`src/rtl/lookup_pkg.sv`:
```
package lookup_pkg;
    localparam int NUM_ENG  = 3;
    localparam int CALC_CYC = 3;
    localparam int STEP_CYC = 1 + 1 + CALC_CYC + 1;
    localparam int SLOT     = STEP_CYC / NUM_ENG;
    localparam int PH_W     = $clog2(STEP_CYC);
    localparam int PTR_W    = $clog2(NUM_ENG);
    localparam int DA_W     = 32;
    localparam int NH_W     = 16;
    localparam int MD_W     = 32;

    typedef enum logic [2:0] {
        ENG_IDLE,
        ENG_ISSUE,
        ENG_READ,
        ENG_CALC,
        ENG_DONE
    } eng_st_e;
endpackage

```
`src/rtl/lk_fifo.sv`:
```
module lk_fifo #(
    parameter int W     = 32,
    parameter int DEPTH = 4
) (
    input  logic         clk,
    input  logic         rst_n,
    input  logic         push,
    input  logic [W-1:0] din,
    output logic         full,
    input  logic         pop,
    output logic [W-1:0] dout,
    output logic         empty
);
    localparam int PW = $clog2(DEPTH);

    typedef struct packed {
        logic [PW:0] wp;
        logic [PW:0] rp;
    } fifo_s;

    fifo_s s_d, s_q;
    logic [W-1:0] mem_q [DEPTH];
    logic         wr_ok;
    logic         rd_ok;

    assign full  = (s_q.wp[PW] != s_q.rp[PW]) && (s_q.wp[PW-1:0] == s_q.rp[PW-1:0]);
    assign empty = (s_q.wp == s_q.rp);
    assign dout  = mem_q[s_q.rp[PW-1:0]];
    assign wr_ok = push && !full;
    assign rd_ok = pop && !empty;

    always_comb begin
        s_d = s_q;
        if (wr_ok) s_d.wp = s_q.wp + 1'b1;
        if (rd_ok) s_d.rp = s_q.rp + 1'b1;
    end

    always_ff @(posedge clk) begin
        if (!rst_n) s_q <= '0;
        else        s_q <= s_d;
    end

    always_ff @(posedge clk) begin
        if (wr_ok) mem_q[s_q.wp[PW-1:0]] <= din;
    end

    assert_no_overflow_R6: assert property (@(posedge clk) disable iff (!rst_n)
        (s_q.wp - s_q.rp) <= (PW+1)'(DEPTH));
endmodule

```
`src/rtl/lk_engine.sv`:
```
module lk_engine
    import lookup_pkg::*;
#(
    parameter int ADDR_W = 10,
    parameter int STEPS  = 3
) (
    input  logic              clk,
    input  logic              rst_n,
    input  logic              start_i,
    input  logic [DA_W-1:0]   dest_i,
    input  logic [PH_W-1:0]   rel_i,
    input  logic              gnt_i,
    input  logic [MD_W-1:0]   rdata_i,
    input  logic              ack_i,
    output logic              idle_o,
    output logic              busy_o,
    output logic              done_o,
    output logic              issue_o,
    output logic [ADDR_W-1:0] addr_o,
    output logic [NH_W-1:0]   res_o
);
    localparam int STEP_W = $clog2(STEPS + 1);
    localparam int CNT_W  = $clog2(CALC_CYC + 1);

    typedef struct packed {
        eng_st_e           st;
        logic [STEP_W-1:0] step;
        logic [CNT_W-1:0]  cnt;
        logic [DA_W-1:0]   dest;
        logic [ADDR_W-1:0] addr;
        logic [MD_W-1:0]   data;
        logic [NH_W-1:0]   res;
    } eng_s;

    eng_s s_d, s_q;
    logic [ADDR_W-1:0] next_addr;
    logic [NH_W-1:0]   fold_res;

    // combinational work spread over the CALC_CYC cycles of ENG_CALC
    assign next_addr = s_q.data[ADDR_W-1:0] ^ s_q.dest[DA_W-1 -: ADDR_W];
    assign fold_res  = s_q.data[31:16] ^ s_q.data[15:0] ^ s_q.dest[31:16] ^ s_q.dest[15:0];

    assign idle_o  = (s_q.st == ENG_IDLE);
    assign done_o  = (s_q.st == ENG_DONE);
    assign busy_o  = (s_q.st == ENG_ISSUE) || (s_q.st == ENG_READ) || (s_q.st == ENG_CALC);
    assign issue_o = (s_q.st == ENG_ISSUE) && (rel_i == '0) && gnt_i;
    assign addr_o  = s_q.addr;
    assign res_o   = s_q.res;

    always_comb begin
        s_d = s_q;
        case (s_q.st)
            ENG_IDLE: begin
                if (start_i) begin
                    s_d.st   = ENG_ISSUE;
                    s_d.dest = dest_i;
                    s_d.addr = dest_i[ADDR_W-1:0];
                    s_d.step = '0;
                end
            end
            ENG_ISSUE: begin
                if (issue_o) s_d.st = ENG_READ;
            end
            ENG_READ: begin
                s_d.data = rdata_i;
                s_d.cnt  = '0;
                s_d.st   = ENG_CALC;
            end
            ENG_CALC: begin
                s_d.cnt = s_q.cnt + 1'b1;
                if (s_q.cnt == CNT_W'(CALC_CYC - 1)) begin
                    if (s_q.step == STEP_W'(STEPS - 1)) begin
                        s_d.res = fold_res;
                        s_d.st  = ENG_DONE;
                    end else begin
                        s_d.addr = next_addr;
                        s_d.step = s_q.step + 1'b1;
                        s_d.st   = ENG_ISSUE;
                    end
                end
            end
            ENG_DONE: begin
                if (ack_i) s_d.st = ENG_IDLE;
            end
            default: s_d.st = ENG_IDLE;
        endcase
    end

    always_ff @(posedge clk) begin
        if (!rst_n) begin
            s_q      <= '0;
            s_q.st   <= ENG_IDLE;
        end else begin
            s_q <= s_d;
        end
    end

    assert_capture_slot_R4: assert property (@(posedge clk) disable iff (!rst_n)
        (s_q.st == ENG_READ) |-> (rel_i == PH_W'(1)));
endmodule

```
`src/rtl/lookup_dispatch.sv`:
```
module lookup_dispatch
    import lookup_pkg::*;
#(
    parameter int ADDR_W    = 10,
    parameter int STEPS     = 3,
    parameter int IN_DEPTH  = 4,
    parameter int OUT_DEPTH = 4
) (
    input  logic              clk,
    input  logic              rst_n,
    input  logic              in_push,
    input  logic [DA_W-1:0]   in_addr,
    output logic              in_full,
    input  logic              out_pop,
    output logic [NH_W-1:0]   out_hop,
    output logic              out_empty,
    output logic              mem_req,
    input  logic              mem_gnt,
    output logic              mem_rd,
    output logic              mem_we,
    output logic [ADDR_W-1:0] mem_addr,
    output logic [MD_W-1:0]   mem_wdata,
    input  logic [MD_W-1:0]   mem_rdata
);
    typedef struct packed {
        logic [PH_W-1:0]  ph;
        logic [PTR_W-1:0] dp;
        logic [PTR_W-1:0] rp;
    } ctl_s;

    ctl_s s_d, s_q;

    logic              in_empty;
    logic [DA_W-1:0]   in_head;
    logic              out_full;
    logic              dispatch;
    logic              drain;
    logic [NUM_ENG-1:0] eng_start, eng_ack, eng_idle, eng_busy, eng_done, eng_iss;
    logic [ADDR_W-1:0] eng_addr [NUM_ENG];
    logic [NH_W-1:0]   eng_res  [NUM_ENG];

    lk_fifo #(.W(DA_W), .DEPTH(IN_DEPTH)) u_in_q (
        .clk(clk), .rst_n(rst_n),
        .push(in_push), .din(in_addr), .full(in_full),
        .pop(dispatch), .dout(in_head), .empty(in_empty)
    );

    lk_fifo #(.W(NH_W), .DEPTH(OUT_DEPTH)) u_out_q (
        .clk(clk), .rst_n(rst_n),
        .push(drain), .din(eng_res[s_q.rp]), .full(out_full),
        .pop(out_pop), .dout(out_hop), .empty(out_empty)
    );

    assign dispatch = !in_empty && eng_idle[s_q.dp] && !out_full;
    assign drain    = eng_done[s_q.rp] && !out_full;

    always_comb begin
        s_d = s_q;
        s_d.ph = (s_q.ph == PH_W'(STEP_CYC - 1)) ? '0 : s_q.ph + 1'b1;
        if (dispatch) s_d.dp = (s_q.dp == PTR_W'(NUM_ENG - 1)) ? '0 : s_q.dp + 1'b1;
        if (drain)    s_d.rp = (s_q.rp == PTR_W'(NUM_ENG - 1)) ? '0 : s_q.rp + 1'b1;
    end

    always_ff @(posedge clk) begin
        if (!rst_n) s_q <= '0;
        else        s_q <= s_d;
    end

    for (genvar e = 0; e < NUM_ENG; e++) begin : g_eng
        localparam int OFF = e * SLOT;
        logic [PH_W-1:0] rel;

        always_comb begin
            if (int'(s_q.ph) >= OFF) rel = PH_W'(int'(s_q.ph) - OFF);
            else                     rel = PH_W'(int'(s_q.ph) + STEP_CYC - OFF);
        end

        assign eng_start[e] = dispatch && (s_q.dp == PTR_W'(e));
        assign eng_ack[e]   = drain    && (s_q.rp == PTR_W'(e));

        lk_engine #(.ADDR_W(ADDR_W), .STEPS(STEPS)) u_eng (
            .clk(clk), .rst_n(rst_n),
            .start_i(eng_start[e]), .dest_i(in_head), .rel_i(rel),
            .gnt_i(mem_gnt), .rdata_i(mem_rdata), .ack_i(eng_ack[e]),
            .idle_o(eng_idle[e]), .busy_o(eng_busy[e]), .done_o(eng_done[e]),
            .issue_o(eng_iss[e]), .addr_o(eng_addr[e]), .res_o(eng_res[e])
        );
    end

    always_comb begin
        mem_addr = '0;
        for (int e = 0; e < NUM_ENG; e++) begin
            if (eng_iss[e]) mem_addr = mem_addr | eng_addr[e];
        end
    end

    assign mem_rd    = |eng_iss;
    assign mem_req   = |eng_busy;
    assign mem_we    = 1'b0;
    assign mem_wdata = '0;

    assert_single_reader_R4: assert property (@(posedge clk) disable iff (!rst_n)
        $onehot0(eng_iss));
    assert_read_spacing_R4: assert property (@(posedge clk) disable iff (!rst_n)
        mem_rd |=> !mem_rd);
    assert_read_needs_grant_R5: assert property (@(posedge clk) disable iff (!rst_n)
        mem_rd |-> mem_gnt);
    assert_full_freezes_R7: assert property (@(posedge clk) disable iff (!rst_n)
        out_full |=> $stable(eng_idle));
endmodule

```
`config.mk`:
```
export PLATFORM = sky130hd
export DESIGN_NAME = lookup_dispatch
export DESIGN_NICKNAME = d
export VERILOG_FILES = /design/src/rtl/lookup_pkg.sv /design/src/rtl/lk_fifo.sv /design/src/rtl/lk_engine.sv /design/src/rtl/lookup_dispatch.sv
export SDC_FILE = /design/constraint.sdc
export NUM_CORES = 1
export LEC_CHECK = 0
export ABC_AREA = 1
export BUFFER_PORTS_ARGS = -buffer_cell sky130_fd_sc_hd__clkbuf_2
export CAP_MARGIN = 5
export CORE_ASPECT_RATIO = 0.8
export CORE_MARGIN = 2
export CORE_UTILIZATION = 40
export CTS_CLUSTER_SIZE = 12
export DETAILED_ROUTE_END_ITERATION = 10
export PLACE_DENSITY_LB_ADDON = 0.2
export SLEW_MARGIN = 20
export SYNTH_ARGS = -nofsm -noshare
export SYNTH_HDL_FRONTEND = slang
export SYNTH_SLANG_ARGS = --single-unit
```
`constraint.sdc`:
```
create_clock -name clk -period 3.5 [get_ports clk]
set_clock_uncertainty 0.1 [all_clocks]
set_input_delay 0.875 -clock clk [delete_from_list [all_inputs] [get_ports clk]]
set_output_delay 0.875 -clock clk [all_outputs]
set_load 0.05 [all_outputs]
```
==> run summary <==
Vias in the first global route - 15600
GP Congestion - 0.882
Setup TNS - 0 ns
WHS - 0.337 ns
Layout cells sized above 1 - 10.8%
Avg Inst Size Synth - 9.21 um2
Antenna Nets Post-Route - 0
HP Class - register to register
Worst-path clk slew - 0.06 ns
Layout overhead on the synthesized area - 13.5%
Yosys reg bits - 506
Initial antenna violation count - 0
Max-Cap Viols - 0
CTS tree - yes
H-tree Lvls - 2
Multi-input gate area - 0.00841 mm2
Arr. time, crit path - 2.32 ns
Tcrit/Tclk final - 94.1%
First DRT Iteration DRCs - 1628
Post-DP HPWL - 42.2 mm
Largest net degree at the start of global routing - 139
Commonest non-fill, non-tap cell in the layout - nand2_1
Area of the mapped netlist - 0.0216 mm2
Endpoints failing hold - 0
Fin nets - 2494
RR Endpoint - u_in_q.s_q[2]$_SDFFE_PN0P_
Clk buf depth - 3
Final Max Tran Viols - 0
Port Buffers - 98
Via density per instance - 5.31
Total clock buffers created by CTS - 52
First-pass GRT wire length - 95.4 mm
GRT Overall Usage - 22.2%
Max Freq - 0.304 GHz
Rows - 76
Worst relative slew slack - 31.1%
Cells after synthesis - 2344
Worst reg2reg setup slack - 0.89 ns
TritonCTS sink count - 506
Clock tree root driver cell - clkbuf_16
Post-Route WL - 62.8 mm
Top FF cell, synth - dfxtp_1
Post-synth EDFFs - 192
Die Y - 212 um
Netlist cell types - 39
Syn. warnings - 0
DRC viols - 0
Worst-Skew Late Latency - 0.59 ns
N_diodes - 0
Die X-Extent - 264 um
Pwr Density - 822 mW/mm2
Reg2reg path depth - 10
Hold depth - 1
Slew of the pin with the lowest slew margin - 1.03 ns
# hold bufs at CTS - 0
Total area of sequential cells - 0.0121 mm2
Top-Level Pins - 132
Critical path capture point type - output port
Sequential fraction of the synthesis area - 55.8%
Core Box Area - 0.0535 mm2
Hold Path Sink - g_eng[2].u_eng.s_q[92]$_SDFFE_PN0P_
Outcome - completed
RSZ-0062 raised after global routing - no
Most frequent cells in the layout - nand2_1 (318), dfxtp_1 (312), a21oi_1 (264), o21ai_0 (245)
Leak - 8.76 nW
Fill cell count - 5079
Per-cell routed wire length - 20.0 um
Final Power - 0.0201 W
Kind of critical path - register to output port
Hold_sp - g_eng[2].u_eng.s_q[92]$_SDFFE_PN0P_
Drt first pass iters - 5
Endpoints failing setup - 0
Grt total ovfl - 0
Final critical-path required period - 3.29 ns
Critical path required time - 2.52 ns
CP max FO - 11
Worst IR Drop VDD - 0.557 mV
Fraction of registers with async set or reset after synthesis - 0%
Via count - 16700
Total Die Area - 0.0559 mm2
Worst reg2reg path startpoint - g_eng[0].u_eng.s_q[94]$_SDFFE_PN0P_
Initial core utilization - 40.3%
Startpoint Class - register
## flip-flops by register name, summed over array words and instances, names as in the netlist, named ones only
name / count
g_eng.u_eng.s_q: 213
u_in_q.mem_q: 128
u_out_q.mem_q: 64
g_eng.u_eng.res_o: 48
g_eng.u_eng.addr_o: 30
s_q: 7
u_in_q.s_q: 6
u_out_q.s_q: 6
## stage by stage
step / cell area (um2) / instances / setup WS [ns] / utilization, %
4_1_cts: 24500 / 3146 / 0.00515 / 45.7
5_1_grt: 24500 / 3146 / 0.0252 / 45.8
3_5_place_dp: 22700 / 3051 / 0.406 / 42.5
3_3_place_gp: 22700 / 3051 / 0.475 / 42.5
6_report: 24500 / 3146 / 0.207 / 45.8
2_1_floorplan: 21700 / 2376 / 0.506 / -
## repair_timing
item                       in CTS  in global routing
setup endpoints to repair      11                 11
resized for setup               1                 20
setup buffers                   0                  0
pin swaps                       0                  0
## critical path: stages (launching register included)
cell and delay (ns):
dfxtp_1 0.40, inv_1 0.12, ha_1 0.29, inv_1 0.07, nand2_1 0.05, o21ai_0 0.17, buf_4 0.20, nand4_1 0.08
nand3_1 0.08, clkbuf_2 0.27
## power by group
part,internal (W),total (W),switching (W)
Clock,0.00335,0.00560,0.00225
Combinational,0.00211,0.00699,0.00488
Sequential,0.00691,0.00754,0.000628
## Yosys cell counts, types with 2 or more instances
cell type / n / share of area, %
nand2_1: 318 / 5.5
dfxtp_1: 314 / 29
a21oi_1: 264 / 6.1
o21ai_0: 245 / 5.7
nor2_1: 199 / 3.5
edfxtp_1: 192 / 27
xnor2_1: 163 / 6.6
nand3_1: 125 / 2.9
inv_1: 106 / 1.8
clkbuf_1: 104 / 1.8
nand4_1: 88 / 2.6
o22ai_1: 46 / 1.3
buf_4: 42 / 1.5
buf_2: 24 / 0.56
o21a_1: 24 / 0.83
ha_1: 22 / 1.3
xor2_1: 13 / 0.53
buf_1: 7 / 0.12
nor3_1: 7 / 0.16
inv_2: 6 / 0.10
clkinv_1: 4 / 0.070
or2_2: 4 / 0.12
nand2_2: 3 / 0.087
nand3_2: 3 / 0.14
nor2_2: 3 / 0.087
a211oi_1: 2 / 0.070
a2bb2oi_1: 2 / 0.081
buf_6: 2 / 0.10
o21ai_1: 2 / 0.046
## cell type report
class	count	share of cell area [%]
multi-input combinational	1575	34.3
clock inverter	4	0.388
tap	702	3.59
sequential	506	49.2
timing repair buffer	152	4.07
inverter	116	1.79
clock buffer	91	6.65
## logic make-up (layout without fill, tap and decap cells)
kind of cell,Yosys count,in the layout,share of synthesized area (%)
compound gates,587,587,14.3
xor+xnor,176,176,7.14
fa+ha+maj,22,22,1.28
buf+inv,295,363,6.07
flops,506,506,55.8
other cells,1,33,0.0174
simple gates,757,757,15.4
## per-layer routing
layer | up-vias | global-route usage, % | wire length (um)
met5 | - | 0 | 0
met4 | 0 | 6.27 | 1450
met3 | 82 | 4.12 | 4750
met2 | 533 | 33.4 | 27200
met1 | 8020 | 32.6 | 29400
li1 | 8080 | - | -
## worst max path at each step
stage	depth (start not counted)	endpoint	start	slack, ns
floorplan	5	u_in_q.s_q[5]$_SDFFE_PN0P_	in_push	0.51
global placement	6	mem_addr[6]	mem_gnt	0.48
detailed placement	6	mem_addr[5]	mem_gnt	0.41
CTS	7	mem_addr[5]	s_q[5]$_SDFF_PP0_	0.005
global route	9	mem_addr[0]	s_q[6]$_SDFF_PP0_	0.03
finish	9	mem_addr[8]	s_q[6]$_SDFF_PP0_	0.21
No activity file was read; power rests on OpenSTA's default activity.
